<file path="src/rtl/uart_wake_rx_pkg.sv">
package uart_wake_rx_pkg;

    typedef enum logic [1:0] {
        ST_IDLE  = 2'd0,
        ST_START = 2'd1,
        ST_DATA  = 2'd2,
        ST_STOP  = 2'd3
    } rx_state_e;

    function automatic logic maj3(input logic a, input logic b, input logic c);
        return (a & b) | (a & c) | (b & c);
    endfunction

endpackage

</file>
<file path="src/rtl/rx_line_sync.sv">
module rx_line_sync #(
    parameter int STAGES = 2
) (
    input  logic clk,
    input  logic rst_n,
    input  logic din,
    output logic dout
);
    logic [STAGES-1:0] sync_d, sync_q;

    always_comb begin
        sync_d = {sync_q[STAGES-2:0], din};
    end

    always_ff @(posedge clk or negedge rst_n) begin
        if (!rst_n) sync_q <= '1;
        else        sync_q <= sync_d;
    end

    assign dout = sync_q[STAGES-1];
endmodule

</file>
<file path="src/rtl/rx_bit_voter.sv">
module rx_bit_voter
    import uart_wake_rx_pkg::*;
#(
    parameter int OS_RATE = 16
) (
    input  logic clk,
    input  logic rst_n,
    input  logic tick,
    input  logic restart,
    input  logic run,
    input  logic line,
    output logic strobe,
    output logic bit_val,
    output logic noisy
);
    localparam int CW = $clog2(OS_RATE);
    localparam logic [CW-1:0] SMP_A = CW'(OS_RATE / 2 - 1);
    localparam logic [CW-1:0] SMP_B = CW'(OS_RATE / 2);
    localparam logic [CW-1:0] SMP_C = CW'(OS_RATE / 2 + 1);
    localparam logic [CW-1:0] LAST  = CW'(OS_RATE - 1);

    typedef struct packed {
        logic [CW-1:0] cnt;
        logic          s_a;
        logic          s_b;
    } vote_regs_t;

    vote_regs_t v_d, v_q;

    always_comb begin
        v_d = v_q;
        if (restart) begin
            v_d.cnt = CW'(1);
        end else if (run && tick) begin
            v_d.cnt = (v_q.cnt == LAST) ? '0 : v_q.cnt + CW'(1);
            if (v_q.cnt == SMP_A) v_d.s_a = line;
            if (v_q.cnt == SMP_B) v_d.s_b = line;
        end
    end

    always_ff @(posedge clk or negedge rst_n) begin
        if (!rst_n) v_q <= '0;
        else        v_q <= v_d;
    end

    assign strobe  = run && tick && !restart && (v_q.cnt == SMP_C);
    assign bit_val = maj3(v_q.s_a, v_q.s_b, line);
    assign noisy   = !((v_q.s_a == v_q.s_b) && (v_q.s_b == line));
endmodule

</file>
<file path="src/rtl/rx_wake_ctrl.sv">
module rx_wake_ctrl #(
    parameter int OS_RATE = 16,
    parameter int DATA_W  = 8
) (
    input  logic clk,
    input  logic rst_n,
    input  logic en,
    input  logic tick,
    input  logic line,
    input  logic len9,
    input  logic wake_sel,
    input  logic wake_req,
    input  logic start_seen,
    input  logic frame_done,
    input  logic frame_msb,
    input  logic ack,
    output logic accept,
    output logic sleeping,
    output logic idle_flag
);
    localparam int LIM_SHORT = (DATA_W + 2) * OS_RATE;
    localparam int LIM_LONG  = (DATA_W + 3) * OS_RATE;
    localparam int CW        = $clog2(LIM_LONG + 1);

    typedef struct packed {
        logic [CW-1:0] run;
        logic          asleep;
        logic          armed;
        logic          idle;
    } wake_regs_t;

    wake_regs_t w_d, w_q;
    logic [CW-1:0] limit;
    logic          quiet_hit;
    logic          addr_wake;

    always_comb begin
        limit     = len9 ? CW'(LIM_LONG) : CW'(LIM_SHORT);
        quiet_hit = en && tick && line && !wake_req && (w_q.run == limit - CW'(1));
        addr_wake = w_q.asleep && wake_sel && frame_done && frame_msb;
        accept    = en && frame_done && (!w_q.asleep || addr_wake);

        w_d = w_q;
        if (!line || wake_req) begin
            w_d.run = '0;
        end else if (tick && (w_q.run < limit)) begin
            w_d.run = w_q.run + CW'(1);
        end

        if (wake_req) begin
            w_d.asleep = 1'b1;
        end else if (w_q.asleep && !wake_sel && quiet_hit) begin
            w_d.asleep = 1'b0;
        end else if (addr_wake) begin
            w_d.asleep = 1'b0;
        end

        if (start_seen) begin
            w_d.armed = 1'b1;
            w_d.idle  = 1'b0;
        end else if (quiet_hit && w_q.armed && !w_q.asleep) begin
            w_d.armed = 1'b0;
            w_d.idle  = 1'b1;
        end
        if (ack) w_d.idle = 1'b0;

        if (!en) w_d = '0;
    end

    always_ff @(posedge clk or negedge rst_n) begin
        if (!rst_n) w_q <= '0;
        else        w_q <= w_d;
    end

    assign sleeping  = w_q.asleep;
    assign idle_flag = w_q.idle;
endmodule

</file>
<file path="src/rtl/uart_wake_rx.sv">
module uart_wake_rx
    import uart_wake_rx_pkg::*;
#(
    parameter int DATA_W  = 8,
    parameter int OS_RATE = 16
) (
    input  logic              clk,
    input  logic              rst_n,
    input  logic              os_tick,
    input  logic              rx_in,
    input  logic              rx_en,
    input  logic              wake_req,
    input  logic              wake_sel,
    input  logic              len9,
    input  logic              rd_ack,
    output logic              pin_claim,
    output logic [DATA_W:0]   rx_data,
    output logic              full,
    output logic              idle,
    output logic              overrun,
    output logic              noise,
    output logic              frame_err,
    output logic              sleeping
);
    localparam int FW = DATA_W + 1;
    localparam int IW = $clog2(FW + 1);

    typedef struct packed {
        rx_state_e      state;
        logic [IW-1:0]  idx;
        logic [FW-1:0]  shreg;
        logic           nf;
        logic           prev;
        logic [FW-1:0]  data;
        logic           full;
        logic           ovr;
        logic           noise;
        logic           fe;
    } rx_regs_t;

    rx_regs_t r_d, r_q;

    logic          line;
    logic          restart, start_seen, frame_done, fe_now, nf_now;
    logic          v_strobe, v_bit, v_noisy;
    logic          accept;
    logic [IW-1:0] last_idx;
    logic [FW-1:0] frame_val;
    logic          frame_msb;

    rx_line_sync #(.STAGES(2)) i_sync (
        .clk   (clk),
        .rst_n (rst_n),
        .din   (rx_in),
        .dout  (line)
    );

    rx_bit_voter #(.OS_RATE(OS_RATE)) i_voter (
        .clk     (clk),
        .rst_n   (rst_n),
        .tick    (os_tick),
        .restart (restart),
        .run     (r_q.state != ST_IDLE),
        .line    (line),
        .strobe  (v_strobe),
        .bit_val (v_bit),
        .noisy   (v_noisy)
    );

    rx_wake_ctrl #(.OS_RATE(OS_RATE), .DATA_W(DATA_W)) i_wake (
        .clk        (clk),
        .rst_n      (rst_n),
        .en         (rx_en),
        .tick       (os_tick),
        .line       (line),
        .len9       (len9),
        .wake_sel   (wake_sel),
        .wake_req   (wake_req),
        .start_seen (start_seen),
        .frame_done (frame_done),
        .frame_msb  (frame_msb),
        .ack        (rd_ack),
        .accept     (accept),
        .sleeping   (sleeping),
        .idle_flag  (idle)
    );

    always_comb begin
        last_idx  = len9 ? IW'(DATA_W) : IW'(DATA_W - 1);
        frame_val = len9 ? r_q.shreg : {1'b0, r_q.shreg[FW-1:1]};
        frame_msb = r_q.shreg[FW-1];

        r_d        = r_q;
        restart    = 1'b0;
        start_seen = 1'b0;
        frame_done = 1'b0;
        fe_now     = 1'b0;
        nf_now     = 1'b0;

        if (os_tick) r_d.prev = line;

        case (r_q.state)
            ST_IDLE: begin
                if (rx_en && os_tick && r_q.prev && !line) begin
                    r_d.state  = ST_START;
                    r_d.nf     = 1'b0;
                    restart    = 1'b1;
                    start_seen = 1'b1;
                end
            end
            ST_START: begin
                if (v_strobe) begin
                    if (v_bit) begin
                        r_d.state = ST_IDLE;
                    end else begin
                        r_d.state = ST_DATA;
                        r_d.idx   = '0;
                        r_d.nf    = v_noisy;
                    end
                end
            end
            ST_DATA: begin
                if (v_strobe) begin
                    r_d.shreg = {v_bit, r_q.shreg[FW-1:1]};
                    r_d.nf    = r_q.nf | v_noisy;
                    if (r_q.idx == last_idx) r_d.state = ST_STOP;
                    else                     r_d.idx   = r_q.idx + IW'(1);
                end
            end
            ST_STOP: begin
                if (v_strobe) begin
                    frame_done = 1'b1;
                    fe_now     = !v_bit;
                    nf_now     = r_q.nf | v_noisy;
                    r_d.state  = ST_IDLE;
                end
            end
            default: r_d.state = ST_IDLE;
        endcase

        if (rd_ack) begin
            r_d.full  = 1'b0;
            r_d.ovr   = 1'b0;
            r_d.noise = 1'b0;
            r_d.fe    = 1'b0;
        end
        if (accept) begin
            if (r_d.full) begin
                r_d.ovr = 1'b1;
            end else begin
                r_d.data  = frame_val;
                r_d.full  = 1'b1;
                r_d.noise = nf_now;
                r_d.fe    = fe_now;
            end
        end

        if (!rx_en) begin
            r_d.state = ST_IDLE;
            r_d.nf    = 1'b0;
            r_d.prev  = 1'b0;
            r_d.full  = 1'b0;
            r_d.ovr   = 1'b0;
            r_d.noise = 1'b0;
            r_d.fe    = 1'b0;
        end
    end

    always_ff @(posedge clk or negedge rst_n) begin
        if (!rst_n) r_q <= '0;
        else        r_q <= r_d;
    end

    assign pin_claim = rx_en;
    assign rx_data   = r_q.data;
    assign full      = r_q.full;
    assign overrun   = r_q.ovr;
    assign noise     = r_q.noise;
    assign frame_err = r_q.fe;
endmodule

</file>
<file path="config.mk">
export PLATFORM = sky130hd
export DESIGN_NAME = uart_wake_rx
export DESIGN_NICKNAME = d
export VERILOG_FILES = /design/src/rtl/uart_wake_rx_pkg.sv /design/src/rtl/rx_line_sync.sv /design/src/rtl/rx_bit_voter.sv /design/src/rtl/rx_wake_ctrl.sv /design/src/rtl/uart_wake_rx.sv
export SDC_FILE = /design/constraint.sdc
export NUM_CORES = 1
export LEC_CHECK = 0
export CORE_AREA = 2 2 76 78
export CTS_CLUSTER_SIZE = 16
export DETAILED_ROUTE_END_ITERATION = 7
export DIE_AREA = 0 0 78 80
export PLACE_DENSITY_LB_ADDON = 0.15
export SYNTH_ARGS = -nofsm -noshare
export SYNTH_HDL_FRONTEND = slang
export SYNTH_SLANG_ARGS = --single-unit
export TNS_END_PERCENT = 10
</file>
<file path="constraint.sdc">
create_clock -name clk -period 2.05 [get_ports clk]
set_clock_uncertainty 0.05 [all_clocks]
set_input_delay 0.41 -clock clk [delete_from_list [all_inputs] [get_ports clk]]
set_output_delay 0.41 -clock clk [all_outputs]
set_load 0.005 [all_outputs]
</file>
# Word-level counts from Yosys, hierarchy flattened
# Cells that the tools add are included.
# totals
out_inout_bits	16
input_bits	9
reg_bits	49
# op_classes
addsub	4
n_bitwise	8
n_eq_ne	27
n_mux	47
magnitude_cmp	1
reduce_logical	40
# op_table
cell	count
$mux W4	8
$logic_and A1 B1 Y1	20
$mux W1	19
$mux W2	9
$mux W16	1
$mux W8	2
$reduce_and A5 Y1	3
$eq A4 B4 Y1 const B	3
$mux W6	2
$ne A4 B1 Y1 const B	3
$mux W11	1
$mux W9	1
$ne A3 B2 Y1 const B	3
$ne A3 B3 Y1 const B	3
$add A4 B1 Y4 const B	2
$add A8 B1 Y8 const B	1
$eq A8 B8 Y1	1
$lt A8 B8 Y1	1
$pmux W2 S4	1
$pmux W4 S2	1
$sub A8 B1 Y8 const B	1
$logic_not A1 Y1	7
$ne A2 B2 Y1 const B	3
$ne A3 B1 Y1 const B	2
other kinds (16)	29

# Logic depth before layout (Yosys ltp)
# logic_depth
word_depth	16
ltp_mapped	8
ltp_nobuf	6

# By module
# From an unflattened synthesis, not the netlist that was laid out.
# unflattened
cells_unflattened	258
area_unflattened_um2	2670.1
# modules_own_cells
module	n_inst	area_each_um2	cells_per_inst
uart_wake_rx	1	1626.6	153
rx_wake_ctrl	1	611.8	67
rx_bit_voter	1	379.1	36
rx_line_sync	1	52.6	2

# Least setup slack after synthesis
# No wires, ideal clock.
# synth_path
path_kind	flip-flop to flip-flop
startpoint	register r_q[28] (netlist name)
endpoint	register r_q (netlist bit frame_err)
slack_ps	90
stages_incl_launch_ff	9
t_required_ps	1921
arrival_ps	1831
n_path_buf	2
path_cell_list	dfrtp_1 > inv_1 > ha_1 > nor4bb_1 > buf_4 > and3_1 > and3_1 > buf_6 > mux2i_1
# synth_rtl
element	line_no	rtl
from (decl)	uart_wake_rx.sv:41	rx_regs_t r_d, r_q;
from (signal assigned)	uart_wake_rx.sv:171	else r_q <= r_d;

# Worst setup path after layout
# layout_path
startpoint	input port len9
endpoint	register i_wake.w_q (netlist bit i_wake.sleeping)
# layout_via
elab_chain_len	8
# layout_rtl
element	line_no	rtl
from (decl)	uart_wake_rx.sv:14	input logic len9,
$mux W5 (*)	rx_wake_ctrl.sv:38	limit = len9 ? CW'(LIM_LONG) : CW'(LIM_SHORT);
$sub A8 B1 Y8 (*)	rx_wake_ctrl.sv:39	quiet_hit = en && tick && line && !wake_req && (w_q.run == limit - CW'(1));
$eq A8 B8 Y1 (*)	rx_wake_ctrl.sv:39	
$logic_and A1 B1 Y1 (*)	rx_wake_ctrl.sv:39	
$logic_and A1 B1 Y1 (*)	rx_wake_ctrl.sv:52	end else if (w_q.asleep && !wake_sel && quiet_hit) begin
$mux W1	rx_wake_ctrl.sv:52	
$mux W1	rx_wake_ctrl.sv:50	if (wake_req) begin
$mux W11	rx_wake_ctrl.sv:67	if (!en) w_d = '0;
to (signal assigned)	rx_wake_ctrl.sv:72	else w_q <= w_d;
to (decl)	rx_wake_ctrl.sv:32	wake_regs_t w_d, w_q;
# Every way passes the cells marked *; elsewhere a longest branch is shown, timed or not.
# A chain may end at the register's enable or synchronous reset.

==> run_results.csv <==
group,metric,value,unit
run_status,run_status,"finished, final reports clean",
power_and_ir_drop,power_density,701,nW/um2
die,num_io_pins,25,
clocking,cts_setup_buffers,0,
clocking,clock_latency,0.30,ns
worst_hold_path,hp-start,"i_sync.sync_q[0]",
drt,wirelength,5.85,mm
die,die_h,80,um
global_routing,overflow,0,
synthesis,synth_area,2720,um2
synthesis,synth_edf_count,0,
worst_setup_path,crit_arrival,2.17,ns
worst_hold_path,hold_path_class,"reg2reg",
timing,drv_slew,0,
worst_setup_path,crit_required,2.20,ns
timing,finalSetupViolCount,0,
synthesis,synth_cells,264,
global_routing,globalRouteMet1Util,27.5,%
finish,nNetsFinal,323,
drt,dr.first_iter.drc_count,76,
drt,antenna_left,0,
placed_design,pre_cts_slack,-0.285,ns
timing,finalCriticalPeriod,2.03,ns
synthesis,synthArstFlopShare,100,%
worst_setup_path,r2r-start,"r_q[29]",
timing,clock.fmax,0.493,GHz
drt,routedWlPerCell,15.6,um
drt,routed_via_density,5.65,
placed_design,portBuffers,24,
clocking,clock-sinks,49,
worst_hold_path,hold-path-endpoint,"i_sync.sync_q[1]",
worst_setup_path,worst_r2r_endpoint,"r_q[17]",
synthesis,ys_ff_latch,49,
placed_design,dpl.hpwl,4.23,mm
worst_setup_path,cp_max_fo,3,
clocking,cts_tree,"built",
power_and_ir_drop,ir_drop,0.427,mV
drt,vias,2119,
worst_setup_path,regToRegSetupSlack,0.10,ns
die,coreArea,5410,um2
timing,tightest_slew,0.358,ns
die,die_width,78,um
clocking,cts_buffers,5,
timing,max-slew-margin-rel,75.5,%
power_and_ir_drop,leakage,1.43,nW
global_routing,grt_busiest_layer,"met2",
drt,drt-pass1-iter-count,4,
die,die-area,6240,um2
worst_setup_path,cp-start-kind,"input port",
synthesis,synth-main-ff-cell,"dfrtp_1",
finish,antenna_cells,0,
timing,whs,0.311,ns
finish,stdcell_area,3330,um2
finish,syn2layout_area_growth,22.4,%
placed_design,placed_cell_area,3130,um2
synthesis,yosysSeqAreaShare,45.2,%
global_routing,grt_pass1_vias,2014,
die,start_util,50.3,%
synthesis,synth_nets,285,
run,maxCapViolCount,0,
global_routing,grt_pass1_wl,9.76,mm
clocking,clk_pin_slew,0.09,ns
global_routing,grtUsageMet2,32.1,%
timing,final_hold_viol_count,0,
global_routing,track_usage,19.8,%
synthesis,ys_warn_count,0,
finish,drive_above_1_share,21.5,%
clocking,clock-root-buffer,"clkbuf_8",
finish,post-route-util,61.6,%
timing,finalCritPeriodShare,98.9,%
global_routing,gr-usage-met3,3.85,%
worst_setup_path,crit_path_end_kind,"flop",
clocking,cts.htree.levels,2,
placed_design,place.gp.congestion,0.825,
finish,fin_cells,375,
synthesis,syn_avg_cell_area,10.3,um2
worst_hold_path,worstHoldPathCells,0,
drt,drc,0,
clocking,clockBufferDepth,2,
worst_setup_path,reg2regPathDepth,8,
worst_setup_path,crit_type,"in2reg",
placed_design,place_inst,365,
synthesis,synth_cell_types,53,
timing,setup_ws,0.0235,ns
global_routing,grt_max_degree,35,
die,rows,27,
global_routing,antenna_found_initial,0,
## report_power, final
group / switching, W / leakage, nW / internal [W]
registers: 0.0000677 / 0.654 / 0.00102
logic: 0.000288 / 0.724 / 0.000251
clock network: 0.000335 / 0.0543 / 0.000365
## layer usage
layer / wire length, um / up-vias / share of wire, %
li1: - / 1031 / -
met1: 2770 / 1042 / 47
met2: 2830 / 40 / 48
met3: 196 / 6 / 3.3
met4: 53 / 0 / 0.91
met5: 0 / - / 0
## metrics by stage
step	total power (W)	setup TNS, ns
after floorplan	0.00140	0
after global placement	0.00159	-2.54
after detailed placement	0.00160	-3.45
after CTS	0.00231	0
after global routing	0.00247	-0.0584
final	0.00233	0
## worst max-delay path, cell delays in order
cell and delay (ns):
clkdlybuf4s50_1 0.44, ha_1 0.31, or4_4 0.55, o311a_1 0.30, o21a_1 0.17
## cells in the mapped netlist (all sizes together) (4+ instances only)
master  count  area [um2]
dfrtp      47        1180
buf        16         116
a21oi      18        90.1
or3         4        25.0
mux2i      18         180
nand2      23        93.8
o31ai       6        45.0
a31oi       9        56.3
mux2       10         113
nand3       8        40.0
nor2        7        26.3
inv        12        45.0
clkbuf      6        22.5
o21ai      12        60.1
or2         4        25.0
ha         12         150
or4         4        33.8
## worst max path at each step
stage / from / to / slack (ns) / cells after the start
detailed placement: len9 / i_wake.sleeping / -0.29 / 5
global placement: len9 / i_wake.sleeping / -0.25 / 5
finish: len9 / i_wake.sleeping / 0.02 / 5
floorplan: r_q[28] / frame_err / 0.09 / 8
global route: r_q[29] / r_q[14] / -0.02 / 9
CTS: rx_en / pin_claim / 0.02 / 2
## layout make-up
| cell class | instances | area [um2] |
|---|---|---|
| clock buffer | 5 | 68.8 |
| clock inverter | 3 | 46.3 |
| fill | 460 | 2080 |
| inverter | 12 | 45.0 |
| multi-input combinational | 181 | 1360 |
| sequential | 49 | 1230 |
| tap | 72 | 90.1 |
| timing repair buffer | 53 | 484 |
## cells in the final DEF, fill, tap and decap left out, types with 6 or more instances in the layout
cell	count
dfrtp_1	46
buf_4	24
nand2_1	22
clkdlybuf4s50_1	22
a21oi_1	18
mux2i_1	18
o21ai_0	12
inv_1	11
mux2_2	10
ha_1	10
a31oi_1	9
nor2_1	7
nand3_1	7
o31ai_1	6
## kinds of logic (layout without fill, tap and decap cells)
family,Yosys count,after routing,share of synthesized area (%)
AND/OR/NAND/NOR,75,75,15.4
AO/OA/AOI/OAI,65,65,16.0
flip-flops,49,49,45.2
buffers and inverters,34,73,6.77
multiplexers,28,28,10.8
adder cells (fa/ha/maj),12,12,5.52
XOR/XNOR,1,1,0.322
## flip-flops by register name (all words and copies together), names as in the netlist, 2 cells and up
register and count:
i_voter.v_q 6, rx_data 9, i_wake.w_q 9, i_sync.sync_q 2, r_q 16
## repair_timing
item / in CTS / in global routing
gates resized for setup: 1 / 12
pin swaps: 2 / 1
setup endpoints to repair: 1 / 30
gates cloned: 0 / 1
hold buffers: 1 / 0
endpoints found under the hold margin: 15 / 0
No activity file was read; power rests on OpenSTA's default activity.
